## src/rtl/vchain_pkg.sv

```systemverilog
package vchain_pkg;

  localparam int unsigned DEF_DATA_W  = 16;
  localparam int unsigned DEF_MUL_LAT = 7;
  localparam int unsigned DEF_ADD_LAT = 6;
  localparam int unsigned DEF_CNT_W   = 16;

  // Cycles from presenting an element to seeing its result.
  function automatic int unsigned convoy_latency(input int unsigned mul_lat,
                                                 input int unsigned add_lat);
    return mul_lat + add_lat;
  endfunction

  typedef enum logic {
    CHIME_IDLE = 1'b0,
    CHIME_RUN  = 1'b1
  } chime_state_e;

endpackage

```

## src/rtl/vchain_delay.sv

```systemverilog
// Valid/data shift register of configurable depth. The data path has no
// reset so it can map onto shift-register or RAM-based delay primitives.
module vchain_delay #(
  parameter int unsigned DEPTH = 4,
  parameter int unsigned WIDTH = 8
) (
  input  logic             clk,
  input  logic             rst,
  input  logic             d_valid,
  input  logic [WIDTH-1:0] d_data,
  output logic             q_valid,
  output logic [WIDTH-1:0] q_data
);

  generate
    if (DEPTH == 0) begin : g_wire
      assign q_valid = d_valid;
      assign q_data  = d_data;
    end else begin : g_shift
      logic [DEPTH-1:0] vld_sr;
      logic [WIDTH-1:0] dat_sr [DEPTH];

      always_ff @(posedge clk) begin
        if (rst) begin
          vld_sr <= '0;
        end else begin
          vld_sr[0] <= d_valid;
          for (int k = 1; k < DEPTH; k++) begin
            vld_sr[k] <= vld_sr[k-1];
          end
        end
      end

      always_ff @(posedge clk) begin
        dat_sr[0] <= d_data;
        for (int k = 1; k < DEPTH; k++) begin
          dat_sr[k] <= dat_sr[k-1];
        end
      end

      assign q_valid = vld_sr[DEPTH-1];
      assign q_data  = dat_sr[DEPTH-1];
    end
  endgenerate

endmodule

```

## src/rtl/vchain_mul_unit.sv

```systemverilog
// Multiply-by-scalar functional unit: product formed in the first stage,
// then carried through LATENCY-1 further stages with its last flag.
module vchain_mul_unit #(
  parameter int unsigned DATA_W  = 16,
  parameter int unsigned LATENCY = 7
) (
  input  logic                clk,
  input  logic                rst,
  input  logic                op_valid,
  input  logic                op_last,
  input  logic [DATA_W-1:0]   op_scalar,
  input  logic [DATA_W-1:0]   op_elem,
  output logic                prod_valid,
  output logic                prod_last,
  output logic [2*DATA_W-1:0] prod_data
);

  localparam int unsigned PROD_W = 2 * DATA_W;
  localparam int unsigned TAIL   = LATENCY - 1;

  logic              s1_valid;
  logic              s1_last;
  logic [PROD_W-1:0] s1_prod;
  logic [PROD_W:0]   tail_data;

  always_ff @(posedge clk) begin
    if (rst) begin
      s1_valid <= 1'b0;
    end else begin
      s1_valid <= op_valid;
    end
  end

  always_ff @(posedge clk) begin
    s1_last <= op_last & op_valid;
    s1_prod <= {{DATA_W{1'b0}}, op_scalar} * {{DATA_W{1'b0}}, op_elem};
  end

  vchain_delay #(
    .DEPTH (TAIL),
    .WIDTH (PROD_W + 1)
  ) i_tail (
    .clk     (clk),
    .rst     (rst),
    .d_valid (s1_valid),
    .d_data  ({s1_last, s1_prod}),
    .q_valid (prod_valid),
    .q_data  (tail_data)
  );

  assign prod_last = tail_data[PROD_W];
  assign prod_data = tail_data[PROD_W-1:0];

endmodule

```

## src/rtl/vchain_add_unit.sv

```systemverilog
// Add functional unit chained to the multiplier: sums each product with its
// aligned Y operand in the first stage, then LATENCY-1 further stages.
module vchain_add_unit #(
  parameter int unsigned DATA_W  = 16,
  parameter int unsigned LATENCY = 6
) (
  input  logic                clk,
  input  logic                rst,
  input  logic                prod_valid,
  input  logic                prod_last,
  input  logic [2*DATA_W-1:0] prod_data,
  input  logic                y_valid,
  input  logic [DATA_W-1:0]   y_data,
  output logic                sum_valid,
  output logic                sum_last,
  output logic [2*DATA_W:0]   sum_data
);

  localparam int unsigned PROD_W = 2 * DATA_W;
  localparam int unsigned RES_W  = PROD_W + 1;
  localparam int unsigned TAIL   = LATENCY - 1;

  logic             s1_valid;
  logic             s1_last;
  logic [RES_W-1:0] s1_sum;
  logic [RES_W:0]   tail_data;

  always_ff @(posedge clk) begin
    if (rst) begin
      s1_valid <= 1'b0;
    end else begin
      s1_valid <= prod_valid & y_valid;
    end
  end

  always_ff @(posedge clk) begin
    s1_last <= prod_last & prod_valid;
    s1_sum  <= {1'b0, prod_data} + {{(RES_W-DATA_W){1'b0}}, y_data};
  end

  vchain_delay #(
    .DEPTH (TAIL),
    .WIDTH (RES_W + 1)
  ) i_tail (
    .clk     (clk),
    .rst     (rst),
    .d_valid (s1_valid),
    .d_data  ({s1_last, s1_sum}),
    .q_valid (sum_valid),
    .q_data  (tail_data)
  );

  assign sum_last = tail_data[RES_W];
  assign sum_data = tail_data[RES_W-1:0];

endmodule

```

## src/rtl/vchain_chime_counter.sv

```systemverilog
// Measures a convoy: opens on the first element, closes on the last result.
module vchain_chime_counter
  import vchain_pkg::*;
#(
  parameter int unsigned CNT_W = 16
) (
  input  logic             clk,
  input  logic             rst,
  input  logic             in_valid,
  input  logic             res_valid,
  input  logic             res_last,
  output logic             busy,
  output logic [CNT_W-1:0] cycle_count,
  output logic             count_done
);

  chime_state_e     state;
  logic [CNT_W-1:0] running;
  logic             closing;

  assign closing = (state == CHIME_RUN) && res_valid && res_last;
  assign busy    = (state == CHIME_RUN);

  always_ff @(posedge clk) begin
    if (rst) begin
      state       <= CHIME_IDLE;
      running     <= '0;
      cycle_count <= '0;
      count_done  <= 1'b0;
    end else begin
      count_done <= 1'b0;
      case (state)
        CHIME_IDLE: begin
          if (in_valid) begin
            state   <= CHIME_RUN;
            running <= CNT_W'(1);
          end
        end
        CHIME_RUN: begin
          if (closing) begin
            state       <= CHIME_IDLE;
            cycle_count <= running;
            count_done  <= 1'b1;
          end else begin
            running <= running + CNT_W'(1);
          end
        end
        default: state <= CHIME_IDLE;
      endcase
    end
  end

endmodule

```

## src/rtl/vchain_convoy.sv

```systemverilog
// Chained convoy: a*X[i] + Y[i] through a multiply unit feeding an add unit.
module vchain_convoy
  import vchain_pkg::*;
#(
  parameter int unsigned DATA_W  = DEF_DATA_W,
  parameter int unsigned MUL_LAT = DEF_MUL_LAT,
  parameter int unsigned ADD_LAT = DEF_ADD_LAT,
  parameter int unsigned CNT_W   = DEF_CNT_W
) (
  input  logic                clk,
  input  logic                rst,
  input  logic                in_valid,
  input  logic [DATA_W-1:0]   scalar_in,
  input  logic [DATA_W-1:0]   vec_x,
  input  logic [DATA_W-1:0]   vec_y,
  input  logic                in_last,
  output logic                out_valid,
  output logic [2*DATA_W:0]   out_data,
  output logic                out_last,
  output logic [CNT_W-1:0]    cycle_count,
  output logic                count_done
);

  localparam int unsigned PROD_W = 2 * DATA_W;

  logic              busy;
  logic [DATA_W-1:0] a_hold;
  logic [DATA_W-1:0] a_eff;

  logic              mul_valid;
  logic              mul_last;
  logic [PROD_W-1:0] mul_prod;

  logic              y_valid;
  logic [DATA_W-1:0] y_dly;

  // Scalar is captured with the first element and held for the convoy.
  always_ff @(posedge clk) begin
    if (rst) begin
      a_hold <= '0;
    end else if (!busy && in_valid) begin
      a_hold <= scalar_in;
    end
  end

  assign a_eff = busy ? a_hold : scalar_in;

  vchain_mul_unit #(
    .DATA_W  (DATA_W),
    .LATENCY (MUL_LAT)
  ) i_mul (
    .clk        (clk),
    .rst        (rst),
    .op_valid   (in_valid),
    .op_last    (in_last),
    .op_scalar  (a_eff),
    .op_elem    (vec_x),
    .prod_valid (mul_valid),
    .prod_last  (mul_last),
    .prod_data  (mul_prod)
  );

  // Y operand waits as long as the multiplier takes.
  vchain_delay #(
    .DEPTH (MUL_LAT),
    .WIDTH (DATA_W)
  ) i_ydly (
    .clk     (clk),
    .rst     (rst),
    .d_valid (in_valid),
    .d_data  (vec_y),
    .q_valid (y_valid),
    .q_data  (y_dly)
  );

  vchain_add_unit #(
    .DATA_W  (DATA_W),
    .LATENCY (ADD_LAT)
  ) i_add (
    .clk        (clk),
    .rst        (rst),
    .prod_valid (mul_valid),
    .prod_last  (mul_last),
    .prod_data  (mul_prod),
    .y_valid    (y_valid),
    .y_data     (y_dly),
    .sum_valid  (out_valid),
    .sum_last   (out_last),
    .sum_data   (out_data)
  );

  vchain_chime_counter #(
    .CNT_W (CNT_W)
  ) i_chime (
    .clk         (clk),
    .rst         (rst),
    .in_valid    (in_valid),
    .res_valid   (out_valid),
    .res_last    (out_last),
    .busy        (busy),
    .cycle_count (cycle_count),
    .count_done  (count_done)
  );

endmodule

```

## config.mk

```make
export PLATFORM = sky130hd
export DESIGN_NAME = vchain_convoy
export DESIGN_NICKNAME = d
export VERILOG_FILES = /design/src/rtl/vchain_pkg.sv /design/src/rtl/vchain_delay.sv /design/src/rtl/vchain_mul_unit.sv /design/src/rtl/vchain_add_unit.sv /design/src/rtl/vchain_chime_counter.sv /design/src/rtl/vchain_convoy.sv
export SDC_FILE = /design/constraint.sdc
export NUM_CORES = 1
export LEC_CHECK = 0
export BUFFER_PORTS_ARGS = -buffer_cell sky130_fd_sc_hd__buf_2
export CORE_MARGIN = 3
export CORE_UTILIZATION = 60
export CTS_CLUSTER_DIAMETER = 50
export DETAILED_ROUTE_END_ITERATION = 16
export PLACE_DENSITY_LB_ADDON = 0.1
export SLEW_MARGIN = 40
export SYNTH_ARGS = -nofsm -noshare
export SYNTH_HDL_FRONTEND = slang
export SYNTH_HIERARCHICAL = 1
export SYNTH_SLANG_ARGS = --single-unit
```

## constraint.sdc

```tcl
create_clock -name clk -period 7.2 [get_ports clk]
set_input_delay 0.36 -clock clk [delete_from_list [all_inputs] [get_ports clk]]
set_output_delay 0.36 -clock clk [all_outputs]
set_load 0.05 [all_outputs]
```

# [After elaboration in Yosys (flattened, before gate mapping)]
# Memories as Yosys holds them, arrays and structs flattened.
# Cells that the tools add are included.
[totals] in_bits=52 register_bits=137 latchBits=0 mem_count=3 wordCells=41 mem_bits_ro=0 mem_bits_rw=480 output_inout_bits=52
[op_classes] n_shift=0 n_eq_ne=2 multipliers=1 bitwise=4 n_mux=8 order_cmp=0 addsub=2 reduce_logical=7 div_mod_pow=0
[mem_list] memory="i_mul.i_tail.g_shift.dat_sr" words=6 word_bits=33 rd=6 rd_ports_with_merged_regs=0 wr=6 line="vchain_delay.sv:21" text="logic [WIDTH-1:0] dat_sr [DEPTH];"
[mem_list] memory="i_add.i_tail.g_shift.dat_sr" words=5 word_bits=34 rd=5 rd_ports_with_merged_regs=0 wr=5 line="vchain_delay.sv:21"
[mem_list] memory="i_ydly.g_shift.dat_sr" words=7 word_bits=16 rd=7 rd_ports_with_merged_regs=0 wr=7 line="vchain_delay.sv:21"
[ops] cell="two-way mux 16 bit" count=3
[ops] cell="adder 32 x 16 -> 33 bit" count=1
[ops] cell="multiplier 16 x 16 -> 32 bit" count=1
[ops] cell="case mux 16 bit (2 select lines)" count=1
[ops] cell="adder 16 x 1 -> 16 bit (second input constant)" count=1
[ops] cell="inequality test 2 bit (second input constant)" count=2
[ops] cell="AND reduction 2 bit" count=2
[ops] cell="AND 1 bit" count=3
[ops] cell="logical AND 1 bit" count=3
[ops] cell="two-way mux 1 bit" count=3
[ops] cell="case mux 1 bit (2 select lines)" count=1
[ops] cell="OR reduction 2 bit" count=1
[ops] cell="zero test 1 bit" count=1
[ops] cell="inverter 1 bit" count=1

# [Longest topological paths before layout]
[logic_depth] ltp_word=4 mapped_depth=25 mapped_depth_nobuf=22

# [By module]
# The synthesis kept the hierarchy.
[by_module_without_submodules] module="vchain_mul_unit" seq_area_each_um2=680.7 cells_per_inst=1027 n_inst=1 area_per_inst_um2=9231.4
[by_module_without_submodules] module="vchain_delay (i_mul.i_tail)" seq_area_each_um2=4083.9 cells_per_inst=210 n_inst=1 area_per_inst_um2=4121.5
[by_module_without_submodules] module="vchain_delay (i_add.i_tail)" seq_area_each_um2=3503.4 cells_per_inst=214 n_inst=1 area_per_inst_um2=3789.9
[by_module_without_submodules] module="vchain_delay (i_ydly)" seq_area_each_um2=2382.3 cells_per_inst=126 n_inst=1 area_per_inst_um2=2426.1
[by_module_without_submodules] module="vchain_add_unit" seq_area_each_um2=700.7 cells_per_inst=174 n_inst=1 area_per_inst_um2=1825.5
[by_module_without_submodules] module="vchain_chime_counter" seq_area_each_um2=680.7 cells_per_inst=162 n_inst=1 area_per_inst_um2=1357.6
[by_module_without_submodules] module="vchain_convoy" seq_area_each_um2=320.3 cells_per_inst=89 n_inst=1 area_per_inst_um2=1009.7

# [Least setup slack after synthesis]
# OpenSTA, ideal clock, no wires.
[synth_timing] kind="register to register" from="register i_chime.state, in the netlist i_chime/busy" to="register i_mul.s1_prod[29]" n_path_buf=3 t_required_ps=7068 period_less_slack_ps=6196 setup_ps=132 path_stages_with_launch=24 slack_ps=1004 arrival_ps=6064 path_cell_list="dfxtp_1 -> buf_6 -> buf_12 -> mux2_4 -> clkbuf_1 -> and2_1 -> fa_1 -> inv_1 -> fa_1 -> fa_1 -> inv_1 -> fa_1 -> fa_1 -> inv_1 -> fa_1 -> inv_1 -> ha_1 -> a21oi_1 -> o21ai_0 -> a31oi_1 -> a21bo_4 -> a221oi_4 -> o41ai_2 -> xor2_1"
[synth_via] elab_chain_len=2
[synth_rtl] element="start, declared" line="vchain_chime_counter.sv:17" text="chime_state_e state;"
[synth_rtl] element="start signal, assigned" line="vchain_chime_counter.sv:26" text="state <= CHIME_IDLE;"
[synth_rtl] element="start signal, assigned" line="vchain_chime_counter.sv:35" text="state <= CHIME_RUN;"
[synth_rtl] element="start signal, assigned" line="vchain_chime_counter.sv:41" text="state <= CHIME_IDLE;"
[synth_rtl] element="two-way mux 16 bit" line="vchain_convoy.sv:46" text="assign a_eff = busy ? a_hold : scalar_in;"
[synth_rtl] element="net a_eff[10]" line="vchain_convoy.sv:28" text="logic [DATA_W-1:0] a_eff;"
[synth_rtl] element="multiplier 16 x 16 -> 32 bit" line="vchain_mul_unit.sv:36" text="s1_prod <= {{DATA_W{1'b0}}, op_scalar} * {{DATA_W{1'b0}}, op_elem};"
[synth_rtl] element="end signal, assigned" line="vchain_mul_unit.sv:36"
[synth_rtl] element="end, declared" line="vchain_mul_unit.sv:23" text="logic [PROD_W-1:0] s1_prod;"
# The timed path passes the listed nets, and every way through them passes these cells.
# A chain may end at the register's enable or synchronous reset.

# [Worst setup path in the final report]
[layout_timing] from="register i_chime.state, in the netlist i_chime/busy" to="register i_mul.s1_prod[30]"
# Same word-level chain as after synthesis.

==> results.cfg <==
[job]
maxCapViolCount = 0

[global_route]
grt_max_degree = 74
gr-total-overflow = 0
grt_pass1_vias = 14000
track_usage = 0.200
grt_antenna_before_repair = 0
grt_first_pass_wirelength_um = 67700

[setup_path]
cp_slowest_cell = fa_1
endpoint_kind = register
path_max_fanout = 33
required_ns = 7.68
cpMostUsedCell = fa_1
crit_arrival_ns = 6.91
startpoint_type = register
critPathKind = reg2reg
path_cells = buf_12, mux2_4, and2_1, fa_1, inv_1, fa_1, fa_1, fa_1, inv_1, fa_1, inv_1, fa_1, inv_1, ha_1, a21oi_1, nor2_1, nor4_1, a21oi_2, a31oi_1, o21ai_2, xor2_1
critPathMaxStageDelay_ns = 0.55

[synthesis]
syn_area_per_cell_um2 = 11.9
postSynthCellCount = 2002
synth_top_area_share = 0.520
ys_types = 68
yosysTopAreaCell = dfxtp_1
ys_top_cells_by_count = dfxtp_1 (617), inv_1 (228), nand2_1 (201)
async_flop_share = 0
yosysWarnings = 6
ys.flop_type = dfxtp_1
syn_area_um2 = 23800
ys_seq_area_frac = 0.520
ys_seq_elements = 617
synth.area.top_cells = dfxtp_1 (52%), fa_1 (16%), ha_1 (6.4%), inv_1 (3.6%), and2_1 (3.4%)
synth_edf_count = 0
synth.net_count = 2370
synth_most_common_cell = dfxtp_1

[placement]
port_buffers = 103
dpl.hpwl_um = 28400
placed_cells = 2534
gp_congestion = 0.871

[sta]
worst_slew_pin_slew_ns = 0.742
relSlewSlack = 0.504
min_period_ns = 6.43
drv_slew = 0
setup-violations-final = 0
rsz0062_at_grt = false
period_share = 0.893
hold_violations = 0
fin_skew_ns = 0.0240
setup_tns_ns = 0
fmax_ghz = 0.156

[finish]
drive_gt1_frac = 0.122
antenna_cells = 0
n_fill_cell = 2867
area.growth.synth_to_final_pct = 12.3
final_nets = 2460
layout.cells.non_filler = 2657

[power_and_ir_drop]
power_leakage_uw = 0.0120
p_per_area_nw_per_um2 = 533
p_total_uw = 14200
peakVddDrop_mv = 0.457

[routing]
drc = 0
firstDrtPassIters = 4
via_per_inst = 4.96
routedWlPerCell_um = 15.2
ant_nets = 0
vias = 13200
dr.first_iter.drc_count = 618
wirelength_um = 40300

[min_path]
hold_path_class = in2reg

[clocking]
path_clk_slew_ns = 0.06
cts_max_level = 2
clkSinkCount = 617
cts_buffers = 57
cts_buffer_depth = 3
worstSkewPairLatency_ns = 0.60
cts_root_buf = clkbuf_16
post_cts_buffers = 0
cts_tree = built

[die]
core_area_um2 = 38900
num_io_pins = 104
rows = 72
die_y_um = 205
die_w_um = 205
start_util = 0.611
dieArea_um2 = 42000

[status]
status = completed
## cell families (layout without fill, tap and decap cells)
family,after synthesis,count (layout),share of synthesized area
xor+xnor,68,68,0.0251
simple gates,488,488,0.107
mux,16,16,0.00916
buf+inv,318,455,0.0583
flops,617,617,0.520
compound gates,179,179,0.0523
fa+ha+maj,316,316,0.228
## sequential cells by signal, summed over array words and instances, names as in the netlist
signal	cells
i_add/s1_last	1
i_chime/busy	1
i_mul/i_tail/g_shift.vld_sr	6
i_ydly/g_shift.dat_sr	112
i_mul/i_tail/g_shift.dat_sr	198
i_chime/cycle_count	16
i_add/s1_valid	1
i_mul/s1_prod	32
i_chime/count_done	1
i_mul/s1_last	1
i_mul/s1_valid	1
i_add/i_tail/g_shift.vld_sr	5
i_ydly/g_shift.vld_sr	7
a_hold	16
i_chime/running	16
i_add/s1_sum	33
i_add/i_tail/g_shift.dat_sr	170
## power breakdown
group	internal, uW	leakage, uW	total (uW)	switching (uW)
Sequential	4660	0.00517	4930	270
Clock	1940	0.00102	3170	1230
Combinational	2420	0.00581	6110	3700
## placed cells by master (no fill, tap or decap), drive strengths merged, types with 23 or more instances in the layout
master	instances
nor2	40
and2	130
nor2b	23
a21oi	66
o21ai	48
inv	229
fa	195
ha	121
nand2	202
buf	104
xnor2	53
clkbuf	83
dfxtp	617
## per-stage QoR
stage	util	area [um2]	hold slack (ns)	setup slack (ns)
after global placement	0.627	24400	0.310	0.932
after floorplan	-	23800	0.310	1.00
after CTS	0.686	26700	0.0302	0.815
after detailed placement	0.627	24400	0.312	0.793
final	0.686	26700	0.0638	0.771
after global routing	0.686	26700	0.0364	0.509
## final timing paths
check / cells past startpoint / slack (ns) / from / endpoint
setup / recovery: 21 / 0.77 / i_chime/busy / i_mul/s1_prod[30]
hold / removal: 3 / 0.06 / scalar_in[14] / a_hold[14]
setup reg to reg: 21 / 0.77 / i_chime/busy / i_mul/s1_prod[30]
hold reg to reg: 0 / 0.31 / i_mul/i_tail/g_shift.dat_sr[1][9] / i_mul/i_tail/g_shift.dat_sr[2][9]
## critical path: cells and delay by family, from the launching register on
family	cells	cell delay [ns]
muxes	1	0.41
and+or+nand+nor	3	0.58
AOI/OAI and AO/OA	4	0.82
xor gates and xnor gates	1	0.14
buffers and inverters	5	0.43
DFF	1	0.51
adders and majority gates	7	3.42
## repair_timing
| item | 4_1_cts | 5_1_grt |
|---|---|---|
| hold buffers | 17 | 0 |
| resized for setup | 0 | 0 |
| endpoints found under the hold margin | 17 | 0 |
## per-layer routing
layer | up-vias | track usage | routed length (um)
li1 | 6429 | - | -
met4 | 0 | 0.0771 | 1320
met2 | 290 | 0.350 | 19900
met3 | 95 | 0.0416 | 1880
met1 | 6369 | 0.244 | 17200
met5 | - | 0 | 0
## layout make-up
cell class | instances | area [um2] | area share
clock buffer | 83 | 1690 | 0.0635
clock inverter | 23 | 402 | 0.0151
inverter | 228 | 856 | 0.0321
multi-input combinational | 1067 | 10000 | 0.376
sequential | 617 | 12400 | 0.463
tap | 518 | 648 | 0.0243
timing repair buffer | 121 | 708 | 0.0265
Power figures use the tool's default switching activity.
